File: config.mk
export PLATFORM = sky130hd
export DESIGN_NAME = hpt_walker
export DESIGN_NICKNAME = d
export VERILOG_FILES = /design/src/rtl/hptw_pkg.sv /design/src/rtl/hptw_hash.sv /design/src/rtl/hptw_match.sv /design/src/rtl/hpt_walker.sv
export SDC_FILE = /design/constraint.sdc
export NUM_CORES = 1
export LEC_CHECK = 0
export ABC_AREA = 1
export BUFFER_PORTS_ARGS = -buffer_cell sky130_fd_sc_hd__buf_2
export CAP_MARGIN = 40
export CORE_MARGIN = 2
export CORE_UTILIZATION = 50
export DETAILED_ROUTE_END_ITERATION = 16
export GPL_TIMING_DRIVEN = 1
export PLACE_DENSITY = 0.83
export SETUP_SLACK_MARGIN = 0.2
export SYNTH_ARGS = -nofsm -noshare
export SYNTH_HDL_FRONTEND = slang
export SYNTH_SLANG_ARGS = --single-unit
export TNS_END_PERCENT = 100
File: constraint.sdc
create_clock -name clk -period 2 [get_ports clk]
set_input_delay 0.4 -clock clk [delete_from_list [all_inputs] [get_ports clk]]
set_output_delay 0.4 -clock clk [all_outputs]
set_load 0.02 [all_outputs]
File: src/rtl/hptw_pkg.sv
package hptw_pkg;

    localparam int VSID_W      = 24;
    localparam int PGIDX_W     = 16;
    localparam int API_W       = 6;
    localparam int DEF_HASH_W  = 19;
    localparam int GRP_ENTRIES = 8;
    localparam int ENTRY_BYTES = 8;

    typedef enum logic [2:0] {
        ST_IDLE,
        ST_RD0,
        ST_RD1,
        ST_SET_R,
        ST_SET_C,
        ST_RESP
    } walk_state_e;

    // Layout of entry word 0
    typedef struct packed {
        logic              valid;
        logic [VSID_W-1:0] vsid;
        logic              second;
        logic [API_W-1:0]  api;
    } pte_hi_t;

    typedef struct packed {
        logic [VSID_W-1:0] vsid;
        logic [API_W-1:0]  api;
    } cmp_tag_t;

    function automatic logic ref_clear(input logic [31:0] w1);
        return !w1[8];
    endfunction

    function automatic logic chg_clear(input logic [31:0] w1);
        return !w1[7];
    endfunction

    function automatic logic [7:0] ref_byte(input logic [31:0] w1);
        return w1[15:8] | 8'h01;
    endfunction

    function automatic logic [7:0] chg_byte(input logic [31:0] w1);
        return w1[7:0] | 8'h80;
    endfunction

endpackage

File: src/rtl/hptw_hash.sv
module hptw_hash
    import hptw_pkg::*;
#(
    parameter int HASH_W    = DEF_HASH_W,
    parameter int GRP_SHIFT = 6
) (
    input  logic [VSID_W-1:0]  vsid,
    input  logic [PGIDX_W-1:0] pgidx,
    input  logic [HASH_W-1:0]  mask,
    input  logic               second,
    output logic [31:0]        grp_off,
    output cmp_tag_t           tag
);
    logic [HASH_W-1:0] hash;
    logic [HASH_W-1:0] hsel;

    always_comb begin
        hash    = vsid[HASH_W-1:0] ^ HASH_W'(pgidx);
        hsel    = second ? ~hash : hash;
        grp_off = 32'(hsel & mask) << GRP_SHIFT;
        tag     = '{vsid: vsid, api: pgidx[PGIDX_W-1 -: API_W]};
    end
endmodule

File: src/rtl/hptw_match.sv
module hptw_match
    import hptw_pkg::*;
(
    input  logic [31:0] word0,
    input  cmp_tag_t    tag,
    input  logic        second,
    output logic        hit
);
    pte_hi_t hi;

    always_comb begin
        hi  = pte_hi_t'(word0);
        hit = hi.valid && (hi.second == second) &&
              (hi.vsid == tag.vsid) && (hi.api == tag.api);
    end
endmodule

File: src/rtl/hpt_walker.sv
module hpt_walker
    import hptw_pkg::*;
#(
    parameter int HASH_W = DEF_HASH_W
) (
    input  logic              clk,
    input  logic              rst,
    input  logic [31:0]       cfg_base,
    input  logic [HASH_W-1:0] cfg_mask,
    input  logic              req_valid,
    output logic              req_ready,
    input  logic [31:0]       req_segreg,
    input  logic [31:0]       req_ea,
    input  logic              req_store,
    output logic              rsp_valid,
    output logic              rsp_hit,
    output logic [31:0]       rsp_word0,
    output logic [31:0]       rsp_word1,
    output logic [31:0]       rsp_offset,
    output logic              rsp_no_write,
    output logic              mem_req,
    output logic              mem_we,
    output logic [31:0]       mem_addr,
    output logic [7:0]        mem_wdata,
    input  logic              mem_ack,
    input  logic [31:0]       mem_rdata
);
    localparam int IDX_W       = $clog2(GRP_ENTRIES);
    localparam int ENTRY_SHIFT = $clog2(ENTRY_BYTES);
    localparam int GRP_SHIFT   = $clog2(GRP_ENTRIES * ENTRY_BYTES);
    localparam logic [IDX_W-1:0] LAST_IDX = IDX_W'(GRP_ENTRIES - 1);

    walk_state_e        state;
    logic [VSID_W-1:0]  vsid_q;
    logic [PGIDX_W-1:0] pg_q;
    logic [HASH_W-1:0]  mask_q;
    logic [31:0]        base_q;
    logic               store_q;
    logic               pass_q;
    logic [IDX_W-1:0]   idx_q;
    logic [31:0]        w0_q, w1_q, off_q;
    logic               hit_q, nowr_q;

    logic [31:0]        grp_off, entry_off;
    cmp_tag_t           tag;
    logic               is_match;

    logic unused_inputs;
    assign unused_inputs = ^{req_segreg[31:VSID_W], req_ea[31:28], req_ea[11:0]};

    hptw_hash #(.HASH_W(HASH_W), .GRP_SHIFT(GRP_SHIFT)) u_hash (
        .vsid    (vsid_q),
        .pgidx   (pg_q),
        .mask    (mask_q),
        .second  (pass_q),
        .grp_off (grp_off),
        .tag     (tag)
    );

    hptw_match u_match (
        .word0  (w0_q),
        .tag    (tag),
        .second (pass_q),
        .hit    (is_match)
    );

    assign entry_off = grp_off | (32'(idx_q) << ENTRY_SHIFT);

    always_ff @(posedge clk) begin
        if (rst) begin
            state   <= ST_IDLE;
            vsid_q  <= '0;
            pg_q    <= '0;
            mask_q  <= '0;
            base_q  <= '0;
            store_q <= 1'b0;
            pass_q  <= 1'b0;
            idx_q   <= '0;
            w0_q    <= '0;
            w1_q    <= '0;
            off_q   <= '0;
            hit_q   <= 1'b0;
            nowr_q  <= 1'b0;
        end else begin
            case (state)
                ST_IDLE: if (req_valid) begin
                    vsid_q  <= req_segreg[VSID_W-1:0];
                    pg_q    <= req_ea[27:12];
                    mask_q  <= cfg_mask;
                    base_q  <= cfg_base;
                    store_q <= req_store;
                    pass_q  <= 1'b0;
                    idx_q   <= '0;
                    hit_q   <= 1'b0;
                    nowr_q  <= 1'b0;
                    state   <= ST_RD0;
                end
                ST_RD0: if (mem_ack) begin
                    w0_q  <= mem_rdata;
                    state <= ST_RD1;
                end
                ST_RD1: if (mem_ack) begin
                    w1_q <= mem_rdata;
                    if (is_match) begin
                        hit_q  <= 1'b1;
                        off_q  <= entry_off;
                        nowr_q <= chg_clear(mem_rdata) && !store_q;
                        if (ref_clear(mem_rdata))
                            state <= ST_SET_R;
                        else if (chg_clear(mem_rdata) && store_q)
                            state <= ST_SET_C;
                        else
                            state <= ST_RESP;
                    end else if (idx_q == LAST_IDX) begin
                        idx_q <= '0;
                        if (!pass_q) begin
                            pass_q <= 1'b1;
                            state  <= ST_RD0;
                        end else begin
                            state  <= ST_RESP;
                        end
                    end else begin
                        idx_q <= idx_q + 1'b1;
                        state <= ST_RD0;
                    end
                end
                ST_SET_R: if (mem_ack) begin
                    state <= (chg_clear(w1_q) && store_q) ? ST_SET_C : ST_RESP;
                end
                ST_SET_C: if (mem_ack) state <= ST_RESP;
                default:  state <= ST_IDLE;
            endcase
        end
    end

    always_comb begin
        mem_req   = 1'b1;
        mem_we    = 1'b0;
        mem_addr  = base_q | entry_off;
        mem_wdata = 8'h00;
        case (state)
            ST_RD0:   mem_addr = base_q | entry_off;
            ST_RD1:   mem_addr = base_q | entry_off | 32'd4;
            ST_SET_R: begin
                mem_we    = 1'b1;
                mem_addr  = base_q | off_q | 32'd6;
                mem_wdata = ref_byte(w1_q);
            end
            ST_SET_C: begin
                mem_we    = 1'b1;
                mem_addr  = base_q | off_q | 32'd7;
                mem_wdata = chg_byte(w1_q);
            end
            default:  mem_req = 1'b0;
        endcase
    end

    assign req_ready    = (state == ST_IDLE);
    assign rsp_valid    = (state == ST_RESP);
    assign rsp_hit      = hit_q;
    assign rsp_word0    = w0_q;
    assign rsp_word1    = w1_q;
    assign rsp_offset   = off_q;
    assign rsp_no_write = nowr_q;

    // Word 1 of an entry is only fetched right after its word 0
    p_w1_after_w0_r5: assert property (@(posedge clk) disable iff (rst)
        (state == ST_RD1 && $past(state) != ST_RD1) |-> ($past(state) == ST_RD0));

    p_hold_req_r5: assert property (@(posedge clk) disable iff (rst)
        (mem_req && !mem_ack) |=> (mem_req && $stable(mem_addr) && $stable(mem_we)));

    p_ref_byte_r7: assert property (@(posedge clk) disable iff (rst)
        (mem_req && mem_we && !mem_addr[0]) |-> (mem_wdata[0] && mem_addr[2:0] == 3'd6));

    p_chg_store_r8: assert property (@(posedge clk) disable iff (rst)
        (mem_req && mem_we && mem_addr[0]) |-> (store_q && mem_wdata[7]));

    p_nowrite_r9: assert property (@(posedge clk) disable iff (rst)
        (rsp_valid && rsp_no_write) |-> (rsp_hit && !rsp_word1[7] && !store_q));

    p_miss_late_r11: assert property (@(posedge clk) disable iff (rst)
        (rsp_valid && !rsp_hit) |-> pass_q);

    p_single_rsp_r12: assert property (@(posedge clk) disable iff (rst)
        rsp_valid |=> (!rsp_valid && req_ready));

endmodule

# Word-level counts from Yosys, hierarchy flattened
# Cells that the tools add are included.
dict set report totals {
  reg_bits 197
  output_inout_bits 142
  inputBits 152
  elab_cells 91
}
dict set report op_classes {
  bitwise_logic 6
  mux 33
  reduce_logical 21
  add_sub_neg 1
  eq_ne 17
}
# cell count
set op_table {}
lappend op_table {{$pmux 32 s3} 1}
lappend op_table {{$or 32x32->32} 2}
lappend op_table {{$mux 3} 13}
lappend op_table {{$or 32x6->32} 1}
lappend op_table {{$eq 24x24->1} 1}
lappend op_table {{$and 19x19->19} 1}
lappend op_table {{$mux 19} 1}
lappend op_table {{$not 19->19} 1}
lappend op_table {{$xor 19x16->19} 1}
lappend op_table {{$ne 2x2->1 const B} 8}
lappend op_table {{$pmux 8 s2} 1}
lappend op_table {{$pmux 3 s5} 1}
lappend op_table {{$mux 1} 12}
lappend op_table {{$reduce_and 5->1} 2}
lappend op_table {{$eq 3x3->1 const B} 3}
lappend op_table {{$reduce_and 4->1} 2}
lappend op_table {{$eq 3x2->1 const B} 2}
lappend op_table {{$eq 6x6->1} 1}
lappend op_table {{$logic_and 1x1->1} 6}
lappend op_table {{$pmux 1 s2} 3}
lappend op_table {{$pmux 3 s2} 1}
lappend op_table {{$reduce_and 2->1} 3}
lappend op_table {{$reduce_or 4->1} 1}
lappend op_table {{$add 3x1->3 const B} 1}
lappend op_table {{7 further kinds} 9}

# Depth between registers and ports, before layout
dict set report depth {
  ltp_word 7
  depth_mapped 16
  ltp_nobuf 15
}

# Cells and area by module
# Synthesis repeated with hierarchy kept, for this count alone.
dict set report unflattened {
  hier_cells 1423
  hier_area_um2 9464.1
}
# mod area_per_inst_um2 cells_each seq_area_each_um2 n_inst
set modules_own_cells {}
lappend modules_own_cells {hpt_walker 7807.5 1035 3943.8 1}
lappend modules_own_cells {hptw_hash 1017.2 220 0.0 1}
lappend modules_own_cells {hptw_match 639.4 168 0.0 1}

# Worst setup path after synthesis
# Ideal clock, no wire load.
dict set report synth_path {
  path_kind {register to output}
  start {register state[1]}
  end {output mem_addr[3]}
  arrival_time_ns 1.670
  path_slack_ns -0.070
  path_buffers 3
  t_required_ns 1.600
  stages_incl_launch_ff 10
  path_cell_list {dfxtp_1 > buf_4 > nor2_1 > inv_1 > nor2_4 > inv_2 > nand2_1 > buf_2 > buf_2 > o21ai_0}
}
dict set report synth_between {
  elab_chain_cells 2
  word_cells_on_any_way 4
  cone_classes {eq/ne (3); mux (1)}
}
# item line
set synth_lines {}
lappend synth_lines {{start: declaration} hpt_walker.sv:33} ;# walk_state_e state;
lappend synth_lines {{start signal: assignment} hpt_walker.sv:128} ;# state <= (chg_clear(w1_q) && store_q) ? ST_SET_C : ST_RESP;
lappend synth_lines {{$eq 3x3->1 / $eq 3x2->1 (equally long branches)} hpt_walker.sv:141} ;# case (state)
lappend synth_lines {{$pmux 32 s3 *} hpt_walker.sv:141}
lappend synth_lines {{end: declaration} hpt_walker.sv:23} ;# output logic [31:0] mem_addr,
# Every way passes the cells marked *; elsewhere a longest branch is shown, timed or not.

# Worst setup path in the final report
dict set report layout_path {
  start {register state[1]}
  end {output mem_addr[15]}
}
# The elaborated chain is that of the path after synthesis.

==> flow_summary.ini <==
[yosys]
syn_area_per_cell_um2 = 7.11
synth-seq-cells = 187
yosys.area_share.adder = 0.00302
synth_top_family_by_area = simple AND/OR/NAND/NOR gates
yosys_warnings = 0
netlist_instances = 1167
synth_mux_area_frac = 0
synth_compound_area_frac = 0.191
synth_xor_area_frac = 0.0359
yosysSeqAreaShare = 0.451
yosys.area_share.simple = 0.222
netlist-cell-type-count = 31
synth_area_um2 = 8300

[sta]
fin_ws_ns = -0.166
rsz0062_at_grt = yes
finalClockSkew_ns = 0.0103
worst_slew_pin_slew_ns = 0.661
slew_headroom = 0.559
slew_viol_final = 0
holdWs_ns = 0.181
hold_violations = 0
fmax_ghz = 0.462
setup_violations = 34
min_period_ns = 2.17
timing.final.crit_share = 1.08

[floorplanning]
placeableCoreArea_um2 = 16400
rows = 47
start_util = 0.506
die_h_um = 133
die_w_um = 133
pin_count = 294
die-area_um2 = 17600

[grt]
grt_max_degree = 88
grt_pass1_wl_mm = 40.4
antenna_found_initial = 3
grt_use_total = 0.290
grt_pass1_vias = 7841
gr-total-overflow = 0

[critical_path]
r2r-start = state[1]
end_kind = primary output
path_cells = nor2_4 -> inv_2 -> nor2_4 -> inv_4 -> nand2_8 -> inv_6 -> buf_12 -> nand2_1 -> nand2_1 -> buf_6
startpoint_type = register
crit_family = simple AND/OR/NAND/NOR gates
critPathMaxStageDelay_ns = 0.36
cp_slowest_cell = dfxtp_4
cp_data_required_time_ns = 1.60
worstPathMaxFanout = 12
crit_arrival_ns = 1.77
crit_path_start = state[1]
worstSetupPathType = register to primary output
cp_num_buf_inv = 5

[placement]
port_buffers = 259
gp_congestion = 0.892
place_hpwl_mm = 18.8

[drt]
routedWlPerCell_um = 17.3
firstDrtPassIters = 7
drc = 0
routed_wl_mm = 28.7
via_count = 9044
drtAntennaViolNets = 0
first_iter_violations = 805
viasPerCell = 5.45

[outcome]
failed_checks = negative setup slack
outcome = finished with violations

[layout]
mostFrequentLayoutCells = buf_2, nand2_1, dfxtp_1, a21oi_1, nor2_1
drive_gt1_frac = 0.343
multi_input_comb_area_um2 = 4200
syn_to_final_growth_pct = 37.9
seqCellArea_um2 = 3790
layout_commonest_cell = buf_2
num-nets-final = 1577
fillerInstances = 1270

[clock_network]
clock_sinks = 187
htreeDepth = 4
clk_pin_slew_ns = 0.08
cts_tree = done
cts_buffer_depth = 2
cts_buffers = 17
root_buffer = clkbuf_16
postCtsHoldBufs = 0
clock_latency_ns = 0.44

[power]
ir_drop_mv = 0.765
p_per_area_nw_per_um2 = 1240
total_power_mw = 14.2
p_leak_nw = 5.33

[flow_run]
max-cap-violations = 0

[worst_hold_path]
worstHoldStart = mem_rdata[22]
holdCritPathClass = primary input to register
-- cell families after synthesis --
group,count (synthesis)
xor+xnor,34
flops,187
buf+inv,186
other cells,1
compound gates,308
simple gates,449
fa+ha+maj,2
-- tightest hold or removal path, stage by stage --
cell and delay, ns:
buf_2 0.09, nor2_1 0.04, nor2_1 0.07
-- power breakdown --
group          switching, mW  total (mW)  leakage (nW)  internal [mW]
clock                   1.61        3.28         0.271           1.67
combinational           3.57        5.90          3.52           2.33
sequential             0.622        5.06          1.54           4.44
total                   5.80        14.2          5.33           8.44
-- state kept, by name, summed over array words and instances, names as in the netlist --
signal and count:
rsp_no_write 1, rsp_word0 32, mask_q 19, vsid_q 24, idx_q 3, state 3
rsp_word1 32, store_q 1, pg_q 16, rsp_hit 1, rsp_offset 22, pass_q 1
base_q 32
-- path summary, 6_finish.rpt --
check | end | slack (ns) | cells after the start
setup / recovery | mem_addr[15] | -0.17 | 10
hold / removal | rsp_word1[22] | 0.18 | 3
setup reg to reg | rsp_word1[8] | 0.03 | 11
hold reg to reg | mask_q[11] | 0.46 | 2
-- cells in the mapped netlist, drive strengths merged --
library cell,instances,area [um2]
nand4,2,12.5
a21oi,136,681
nand3b,1,7.51
nor2,141,552
ha,2,25.0
clkbuf,51,191
xor2,16,140
a21boi,1,7.51
a31oi,7,43.8
dfxtp,187,3740
buf,35,231
inv,100,378
nand2,231,870
o21ai,158,791
xnor2,18,158
nor3,2,21.3
a32o,6,60.1
or2,7,43.8
nand3,65,338
conb,1,3.75
-- cell type report --
cell class	instances	share of cell area
Inverter	100	0.0355
Antenna cell	2	0.000437
Sequential cell	187	0.331
Clock buffer	18	0.0384
Multi-Input combinational cell	803	0.367
Timing Repair Buffer	314	0.192
Clock inverter	14	0.0115
Tap cell	220	0.0241
-- layer usage --
metal  up-vias  GRT usage  wire (um)
li1       4277          -          -
met1      4219      0.377      11500
met2       461      0.479      13800
met3        85     0.0575       2330
met4         2      0.105        990
met5         -          0         13
-- per-stage QoR --
step | cell area (um2) | util | setup TNS (ns) | setup WS (ns) | std cells
after floorplan | 8370 | - | 0 | 0.201 | 1176
after global placement | 9770 | 0.596 | 0 | 0.115 | 1599
after detailed placement | 9800 | 0.597 | 0 | 0.0140 | 1600
after CTS | 10700 | 0.652 | -2.44 | -0.114 | 1638
after global routing | 11400 | 0.697 | -4.87 | -0.220 | 1658
final | 11400 | 0.697 | -3.48 | -0.166 | 1658
-- repair_timing --
item	CTS	global route
pin swaps	7	60
cloned	0	5
gates resized for setup	99	202
setup buffers	6	13
endpoints found under the setup margin	85	97
Note: power is estimated with default switching activity, not from simulation.
